<file path="src/rtl/iq_par_out.sv">
module iq_par_out #(
  parameter int RES_W = 23,
  parameter int OUT_W = 16,
  parameter int SCL_W = 3
) (
  input  logic             clk,
  input  logic             rst_n,
  input  logic             par_sel_pin,
  input  logic [1:0]       in_mode,
  input  logic [SCL_W-1:0] scale,
  input  logic             res_valid,
  input  logic [RES_W-1:0] res_ai,
  input  logic [RES_W-1:0] res_aq,
  input  logic [RES_W-1:0] res_bi,
  input  logic [RES_W-1:0] res_bq,
  output logic             par_active,
  output logic [OUT_W-1:0] out_data,
  output logic             out_valid,
  output logic             out_iq,
  output logic             out_ab
);
  localparam int DROP = RES_W - OUT_W;
  localparam logic [OUT_W-1:0] POS_MAX = {1'b0, {(OUT_W-1){1'b1}}};
  localparam logic [OUT_W-1:0] NEG_MAX = {1'b1, {(OUT_W-1){1'b0}}};

  function automatic logic [OUT_W-1:0] cut(input logic [RES_W-1:0] v, input logic [SCL_W-1:0] s);
    logic signed [RES_W-1:0] top;
    logic [RES_W-1:0] sh;
    int unsigned sa;
    sa  = (int'(s) > DROP) ? DROP : int'(s);
    sh  = v << sa;
    top = $signed(v) >>> (RES_W - 1 - sa);
    if (top == '0 || top == '1) cut = sh[RES_W-1 -: OUT_W];
    else cut = v[RES_W-1] ? NEG_MAX : POS_MAX;
  endfunction

  logic [OUT_W-1:0] sw   [4];
  logic [OUT_W-1:0] cur  [4];
  logic [OUT_W-1:0] hold [4];
  logic cur_four, hold_four, hold_full, busy, par_q;
  logic [1:0] idx;

  wire four_in = (in_mode == 2'b01);
  wire accept  = res_valid && par_q;
  wire last    = busy && (idx == (cur_four ? 2'd3 : 2'd1));

  assign sw[0] = cut(res_ai, scale);
  assign sw[1] = cut(res_aq, scale);
  assign sw[2] = cut(res_bi, scale);
  assign sw[3] = cut(res_bq, scale);

  always_ff @(posedge clk) begin
    if (!rst_n) begin
      par_q     <= par_sel_pin;
      busy      <= 1'b0;
      idx       <= 2'd0;
      cur_four  <= 1'b0;
      hold_four <= 1'b0;
      hold_full <= 1'b0;
      for (int i = 0; i < 4; i++) begin
        cur[i]  <= '0;
        hold[i] <= '0;
      end
    end else if (busy && !last) begin
      idx <= idx + 2'd1;
      if (accept) begin
        hold_full <= 1'b1;
        hold_four <= four_in;
        for (int i = 0; i < 4; i++) hold[i] <= sw[i];
      end
    end else if (hold_full) begin
      busy      <= 1'b1;
      idx       <= 2'd0;
      cur_four  <= hold_four;
      for (int i = 0; i < 4; i++) cur[i] <= hold[i];
      hold_full <= accept;
      if (accept) begin
        hold_four <= four_in;
        for (int i = 0; i < 4; i++) hold[i] <= sw[i];
      end
    end else if (accept) begin
      busy     <= 1'b1;
      idx      <= 2'd0;
      cur_four <= four_in;
      for (int i = 0; i < 4; i++) cur[i] <= sw[i];
    end else begin
      busy <= 1'b0;
    end
  end

  assign par_active = par_q;
  assign out_valid  = busy;
  assign out_data   = cur[idx];
  assign out_iq     = busy & ~idx[0];
  assign out_ab     = busy & ~idx[1];


  i_then_q_chk: assert property (@(posedge clk) disable iff (!rst_n)
    (out_valid && out_iq) |=> (out_valid && !out_iq));


  markers_idle_chk: assert property (@(posedge clk) disable iff (!rst_n)
    !out_valid |-> (!out_iq && !out_ab));


  q_held_chk: assert property (@(posedge clk) disable iff (!rst_n)
    (!out_valid && $past(!out_valid)) |-> $stable(out_data));


  serial_quiet_chk: assert property (@(posedge clk) disable iff (!rst_n)
    !par_active |-> !out_valid);


  sel_frozen_chk: assert property (@(posedge clk) disable iff (!rst_n)
    $past(rst_n) |-> $stable(par_active));


  b_follows_a_chk: assert property (@(posedge clk) disable iff (!rst_n)
    (out_valid && !out_ab) |-> !($past(out_valid) && $past(!out_ab) && $past(!out_iq)) || !out_iq);
endmodule

</file>
<file path="config.mk">
export PLATFORM = sky130hd
export DESIGN_NAME = iq_par_out
export DESIGN_NICKNAME = d
export VERILOG_FILES = /design/src/rtl/iq_par_out.sv
export SDC_FILE = /design/constraint.sdc
export NUM_CORES = 1
export LEC_CHECK = 0
export CORE_ASPECT_RATIO = 1.5
export CORE_UTILIZATION = 40
export CTS_CLUSTER_DIAMETER = 60
export CTS_CLUSTER_SIZE = 30
export DETAILED_ROUTE_END_ITERATION = 10
export GPL_TIMING_DRIVEN = 1
export PLACE_DENSITY = 0.66
export SYNTH_ARGS = -nofsm -noshare
export SYNTH_HDL_FRONTEND = slang
export SYNTH_SLANG_ARGS = --single-unit
</file>
<file path="constraint.sdc">
create_clock -name clk -period 4.9 [get_ports clk]
set_input_delay 0.98 -clock clk [delete_from_list [all_inputs] [get_ports clk]]
set_output_delay 0.98 -clock clk [all_outputs]
set_load 0.01 [all_outputs]
</file>
[After elaboration in Yosys (flattened, before gate mapping)]
Memory sizes are Yosys's and may differ from the RTL's. A register that Yosys moved wholly into a read port is not among the register bits.
Index checks and enable logic that the tools add are counted.
Word-level totals
  memories: 2
  output and inout port bits: 20
  memory bits (writable): 128
  flip-flop bits (word level): 7
Operators by class
  bitwise operators: 21
  muxes and demuxes: 56
  shift operators: 8
  $add $sub $neg: 2
  eq/ne operators: 7
  reduce and logical (&&, ||, !) cells: 16
Memory list
  cur: words 4, bits a word 16, rd ports 1, clocked after Yosys merged registers in 1, write ports 4, RTL line 38  | logic [OUT_W-1:0] cur [4];
  hold: words 4, bits a word 16, rd ports 4, clocked after Yosys merged registers in 0, write ports 4, RTL line 39  | logic [OUT_W-1:0] hold [4];
Operators by type and width (number)
  16-bit 2-to-1 mux: 24
  23-bit by 32-bit >>> shifter with 23-bit output: 4
  23-bit equality test (second input constant): 4
  23-bit zero test: 4
  23-bit by 3-bit left shift with 23-bit output: 4
  1-bit 2-to-1 mux: 26
  1-bit bitwise OR: 16
  2-bit 2-to-1 mux: 6
  5-bit by 3-bit subtractor with 6-bit output (first input constant): 1
  1-bit logical OR: 4
  2-bit nonzero test: 2
  1-bit logical AND: 3
  1-bit NOT: 3
  3-bit nonzero test: 1
  2-bit by 1-bit adder with 2-bit output (second input constant): 1
  1-bit AND: 2
  2-bit by 1-bit equality test with 1-bit output (second input constant): 1
  2-bit equality test: 1
  2-bit inequality test (second input constant): 1
  2-bit AND reduction: 1
  1-bit zero test: 1

[Longest topological paths before layout]
Gate-level depths: netlist (run 1).
  depth in word-level cells: 10
  mapped depth: 17
  depth with buffers taken out: 11

[Worst setup path before layout (run 1)]
OpenSTA, ideal clock, no wires.
  kind: input-to-reg
  start: input port scale[0]
  end: memory cur[2][10] (data pin)
  data arrival time: 3856 ps
  required time: 4644 ps
  stages: 14
  slack: 788 ps
  path through: ha_1 -> ha_1 -> buf_4 -> buf_2 -> buf_2 -> nand2_1 -> o221a_1 -> a2111o_1 -> nor4b_1 -> nand4_1 -> o21ai_2 -> buf_6 -> o211ai_1 -> a22o_1
RTL lines
  start, declared: RTL line 10  | input logic [SCL_W-1:0] scale,
  end, declared: RTL line 38

==> summary.md, run 1 <==
| Metric | Value |
|---|---|
| Crit end category | flop |
| Clock Tree Buf Depth | 2 |
| Post-Place Setup Slack | 18.8 ps |
| Slew at the pin closest to its max-slew limit | 1070 ps |
| Residual DRC | 0 |
| First drt pass iteration count | 6 |
| Placed Area | 16900 um2 |
| Vias per inst | 6.58 |
| RSZ-0062 raised after global routing | no |
| Fin. max-slew vios | 0 |
| Inserted Clock Buffers | 17 |
| Critical path destination | cur[0][15] |
| Via Count | 14.0k |
| Layout Nets | 1737 |
| DRT Wirelength | 56.8 mm |
| Synth Cell Area | 14800 um2 |
| Cell area after layout | 17500 um2 |
| Vias in the first global route | 13.9k |
| Root Buffer | clkbuf_16 |
| Outcome | complete, no violations |
| Setup Skew | 6.75 ps |
| Antenna cell count | 0 |
| Area of the core | 36600 um2 |
| Post-CTS Setup Repair Bufs | 0 |
| Ys Warns | 0 |
| Sequential share of the synthesized area | 27.2% |
| Reg2Reg Depth | 3 |
| Mapped Cells | 1525 |
| Final Hold Violating Endpoints | 0 |
| Die Wd | 159 um |
| Share of post-route cells with drive strength above 1 | 19.9% |
| Die area | 37800 um2 |
| R2R Setup Slk | 2560 ps |
| CP Max Fanout | 32 |
| Layout area overhead | 18.2% |
| Fraction of registers with async set/reset | 0% |
| Remaining global-route overflow | 0 |
| Worst VDD drop | 245 uV |
| Total clock sinks | 137 |
| Power per cell area | 243 nW/um2 |
| Required time of the critical path | 5050 ps |
| Period utilization | 91.4% |
| Row cnt | 86 |
| CTS H-tree lvls | 4 |
| Hold_buf cts | 0 |
| Reg-to-Reg Start | par_active |
| Final worst slack | 419 ps |
| Post-synth EDFFs | 129 |
| Worst Path Class, Setup | in2reg |
| Total track usage | 29.7% |
| DR WL/cell | 26.7 um |
| Count of state elements after synthesis | 137 |
| Port buffer count | 120 |
| Leakage | 6.56 nW |
| DP HPWL | 43.1 mm |
| Maximum capacitance violations | 0 |
| Largest net degree at the start of global routing | 107 |
| Avg Inst Size Synth | 9.72 um2 |
| First-pass GRT wire length | 84.9 mm |
| Top FF cell, synth | edfxtp_1 |
| Final core occ | 47.9% |
| RR Endpoint | cur[3][3] |
| Max Clock Freq | 223 MHz |
| Clock transition at path regs | 60 ps |
| Arrival @ worst endpoint | 4630 ps |
| ANT nets after route | 0 |
| 1st-iter DRT viols | 1101 |
| Worst setup path startpoint | scale[1] |
| CP Launch Type | primary input |
| Hold crit path type | reg2reg |
| Initial Util | 40.5% |
| Post-cts resize count | 0 |
| Io pins | 121 |
| Minimum clock period | 4480 ps |
| Final setup viols | 0 |
| Fillers | 3510 |
| CTS tree | yes |
| Syn_nets | 1629 |
| Antenna violations before repair | 0 |
| Global placement routability congestion | 1.01 |
| Worst-Skew Late Latency | 420 ps |
| Die Span Y | 238 um |
| Yosys cell types | 88 |
| Max_slew headroom | 28.7% |
-- metrics by stage --
| stage | TNS (ps) | hold WS (ps) | cells | total power, mW |
|---|---|---|---|---|
| CTS | 0 | 475 | 2129 | 4.25 |
| finish | 0 | 473 | 2129 | 4.26 |
| global route | 0 | 512 | 2129 | 4.41 |
| detailed placement | 0 | 469 | 2098 | 2.99 |
| floorplan | 0 | 452 | 1525 | 2.40 |
| global placement | -12.5 | 460 | 2098 | 2.98 |
-- power breakdown --
part / internal (mW) / total [mW] / leakage (nW) / switching [mW]
clock network: 0.794 / 1.27 / 0.276 / 0.472
registers: 1.37 / 1.42 / 1.42 / 0.0503
logic: 0.697 / 1.58 / 4.87 / 0.880
-- state kept, by name (all words and copies together), names as in the netlist, named ones only --
signal	flops
cur_four	1
idx	2
par_active	1
cur	64
out_valid	1
hold_four	1
hold_full	1
hold	64
-- final cells by class --
class                   count  area [um2]  area share, %
clock buffers              19         433           2.47
clock inverters            12         153          0.871
inverters                  15        56.3          0.321
multi-input cells        1219        9930           56.7
flip-flops and latches    137        4030           23.0
well taps                 484         606           3.46
repair buffers            243        2310           13.2
-- cells in the final DEF, fill, tap and decap left out, types with 11 or more instances in the layout --
master	instances
a211oi_1	28
a21oi_1	74
a22o_1	66
a31oi_1	16
and2_1	17
buf_12	15
buf_4	109
clkbuf_16	17
clkdlybuf4s50_1	117
edfxtp_1	129
inv_1	11
mux2_2	44
mux2i_1	190
mux4_2	97
nand2_1	207
nand3_1	24
nand4_1	16
nor2_1	84
nor2b_1	52
nor3_1	15
o211ai_1	30
o21ai_0	60
o22ai_1	19
-- critical path, stage by stage --
cell,delay [ps]
buf_4,130
ha_4,490
buf_12,240
buf_12,230
mux2i_1,140
mux4_2,470
o21ai_1,160
o21ai_1,120
a2111oi_0,540
nand3_1,210
o22ai_4,210
buf_12,190
mux2i_1,320
o21ai_1,140
-- logic make-up (layout without fill, tap and decap cells) --
family / after synthesis / after routing / share of synthesized area (%)
AOI/OAI and AO/OA: 401 / 401 / 19.3
xor gates and xnor gates: 1 / 1 / 0.0591
adders and majority gates: 3 / 3 / 0.253
buffers and inverters: 169 / 289 / 5.99
DFF: 137 / 137 / 27.2
muxes: 342 / 342 / 32.2
and+or+nand+nor: 472 / 472 / 15.0
-- how the worst min path moves through the flow --
stage,endpoint,cells after the start,from
2_1_floorplan,hold_four,2,hold_four
3_3_place_gp,hold_four,2,hold_four
3_5_place_dp,hold_four,2,hold_four
4_1_cts,hold_four,2,hold_four
5_1_grt,hold_four,2,hold_four
6_report,hold_four,2,hold_four
-- per-layer routing --
| layer | part of all wire [%] | global-route usage (%) | vias up |
|---|---|---|---|
| met3 | 6.3 | 3.52 | 245 |
| met2 | 50 | 52.4 | 773 |
| met4 | 7.7 | 21.3 | 0 |
| met1 | 36 | 33.2 | 6795 |
| met5 | 0 | 0 | - |
| li1 | - | - | 6190 |
-- cells in the mapped netlist (5+ instances only) --
library cell,instances,area (um2)
mux2i_1,190,1900
o21ai_0,63,315
nor2_1,84,315
or3_1,8,50.1
dfxtp_1,8,160
mux4_2,97,2180
o211ai_1,30,225
nor3_1,16,80.1
buf_1,14,52.6
inv_1,12,45.0
o32ai_1,5,43.8
nor4_1,8,50.1
clkbuf_1,70,263
o221ai_1,8,70.1
edfxtp_1,129,3870
buf_6,14,158
nand2b_1,10,62.6
a221oi_1,6,52.6
buf_4,17,128
and2_1,17,106
nand3_1,24,120
a211oi_1,28,210
o22ai_1,19,119
o21a_1,5,37.5
nor2b_1,52,325
a21oi_1,74,370
nand2_1,207,777
o31ai_1,7,52.6
o21ai_1,5,25.0
nand4_1,16,100
mux2_2,44,495
a31oi_1,16,100
buf_2,36,180
a22o_1,66,578
a2111oi_0,5,43.8
Power figures use the tool's default switching activity.
==> run 2, diff against run 1 <==
Settings changed: CORE_UTILIZATION 40 to 50, HOLD_SLACK_MARGIN set to 0.15, PLACE_DENSITY 0.66 to 0.78, SLEW_MARGIN set to 0.
==> summary.md, run 2 (synthesis results as in run 1) <==
| Metric | Value |
|---|---|
| Hold crit path type | reg2reg |
| Antenna violations before repair | 0 (unchanged) |
| Die Span Y | 213 um (-10%) |
| Outcome | complete, no violations |
| Worst VDD drop | 239 uV (-2.5%) |
| Post-CTS Setup Repair Bufs | 0 (unchanged) |
| Placed Area | 16700 um2 (-1.6%) |
| RSZ-0062 raised after global routing | no |
| Initial Util | 51.3% (+11 points) |
| Minimum clock period | 4500 ps (+20.8 ps) |
| Layout Nets | 1714 (-1.3%) |
| Clock transition at path regs | 60 ps (about the same) |
| Leakage | 6.48 nW (-1.2%) |
| Setup Skew | 5.83 ps (-0.917 ps) |
| Port buffer count | 120 (unchanged) |
| Vias in the first global route | 13.9k (-0.14%) |
| Clock Tree Buf Depth | 2 (unchanged) |
| Io pins | 121 (unchanged) |
| CP Launch Type | primary input |
| First drt pass iteration count | 8 (+2) |
| Overall power | 4.34 mW (+1.7%) |
| Row cnt | 76 (-12%) |
| Post-cts resize count | 0 (unchanged) |
| DRT Wirelength | 55.7 mm (-2.0%) |
| Most common cell after layout, fill and taps aside | nand2_1 |
| Largest net degree at the start of global routing | 98 (-8.4%) |
| 1st-iter DRT viols | 1321 (+20%) |
| Residual DRC | 0 (unchanged) |
| Max Clock Freq | 222 MHz (-0.46%) |
| Commonest cells after routing, fill and taps aside | 207 x nand2_1, 190 x mux2i_1, 129 x edfxtp_1, 117 x clkdlybuf4s50_1, 97 x mux4_2 |
| Area of the core | 28900 um2 (-21%) |
| Required time of the critical path | 5070 ps (+20 ps) |
| Period utilization | 91.9% (+0.43 points) |
| Share of post-route cells with drive strength above 1 | 19.0% (-0.96 points) |
| Via Count | 14.2k (+1.2%) |
| Fin. max-slew vios | 0 (unchanged) |
| Crit end category | flop |
| Arrival @ worst endpoint | 4670 ps (+40 ps) |
| Worst-Skew Late Latency | 420 ps (about the same) |
| Max_slew headroom | 19.5% (-9.2 points) |
| DR WL/cell | 27.7 um (+3.6%) |
| ANT nets after route | 0 (unchanged) |
| CTS tree | yes |
| Vias per inst | 7.04 (+7.0%) |
| Biggest regs | cur: 64 flops, hold: 64 flops, idx: 2 flops |
| Final Hold Violating Endpoints | 0 (unchanged) |
| Hold_buf cts | 0 (unchanged) |
| Total clock sinks | 137 (unchanged) |
| Slew at the pin closest to its max-slew limit | 1210 ps (+139 ps) |
| Maximum capacitance violations | 0 (unchanged) |
| CTS H-tree lvls | 4 (unchanged) |
| DP HPWL | 41.6 mm (-3.4%) |
| Setup_tns | 0 ps (unchanged) |
| Root Buffer | clkbuf_16 |
| Die Wd | 143 um (-10%) |
| Total track usage | 37.5% (+7.8 points) |
| Die area | 30300 um2 (-20%) |
| Inserted Clock Buffers | 17 (unchanged) |
| Layout area overhead | 16.7% |
| CP Max Fanout | 28 (-13%) |
| Worst Path Class, Setup | in2reg |
| Cell area after layout | 17300 um2 (-1.3%) |
| Power per cell area | 251 nW/um2 (+3.0%) |
| Remaining global-route overflow | 0 (unchanged) |
| Global placement routability congestion | 1.05 (+4.3%) |
| First-pass GRT wire length | 84.2 mm (-0.85%) |
| Final setup viols | 0 (unchanged) |
run 2: changes by cell type in the layout (fill, tap and decap cells not counted), sizes merged:
cell,change
buf,-23
clkbuf,-2
clkinv,+1
bufinv,+1
inv,+2
diode,+1
clkinvlp,-1
run 2: stage by stage:
stage               cells  setup slack (ps)  util (%)  hold slack (ps)
global placement     1981               130      57.7              458
floorplan            1525               788         -              452
CTS                  2013               524      59.8              486
global route         2013               278      59.8              516
finish               2014               398      59.8              496
detailed placement   1981               101      57.7              480
run 2: power breakdown:
group	internal, mW	switching (mW)
registers	1.37	0.0555
clock network	0.853	0.502
logic	0.687	0.870
run 2: worst max-delay path, cell delays in order:
cell and delay [ps]:
buf_4 170, ha_4 180, ha_4 440, buf_12 240, buf_4 170, mux4_2 490, mux2i_1 410, a211o_1 240
nand2_1 60, or4_4 490, o22ai_4 160, buf_12 200, mux2i_1 280, nor2_1 90
run 2: cell type report:
| cell class | count | area [um2] |
|---|---|---|
| clock inverters | 15 | 200 |
| inverters | 15 | 56.3 |
| repair buffers | 220 | 2160 |
| well taps | 390 | 488 |
| flip-flops and latches | 137 | 4030 |
| fillers | 2470 | 11600 |
| diodes | 1 | 2.50 |
| clock buffers | 17 | 425 |
| multi-input cells | 1219 | 9930 |
run 2: worst paths after layout:
check / cells after the start / slack, ps / start / endpoint
hold / removal: 2 / 500 / hold_four / hold_four
hold reg to reg: 2 / 500 / hold_four / hold_four
setup / recovery: 14 / 400 / scale[1] / hold[0][15]
setup reg to reg: 3 / 2550 / par_active / cur[3][2]
run 2: metal layers:
metal | vias to the layer above | global-route usage (%) | wire length [um]
met1 | 6891 | 43.3 | 20000
li1 | 6152 | - | -
met2 | 870 | 62.9 | 27000
met5 | - | 0 | 0
met4 | 0 | 28.8 | 4500
met3 | 256 | 5.45 | 4200
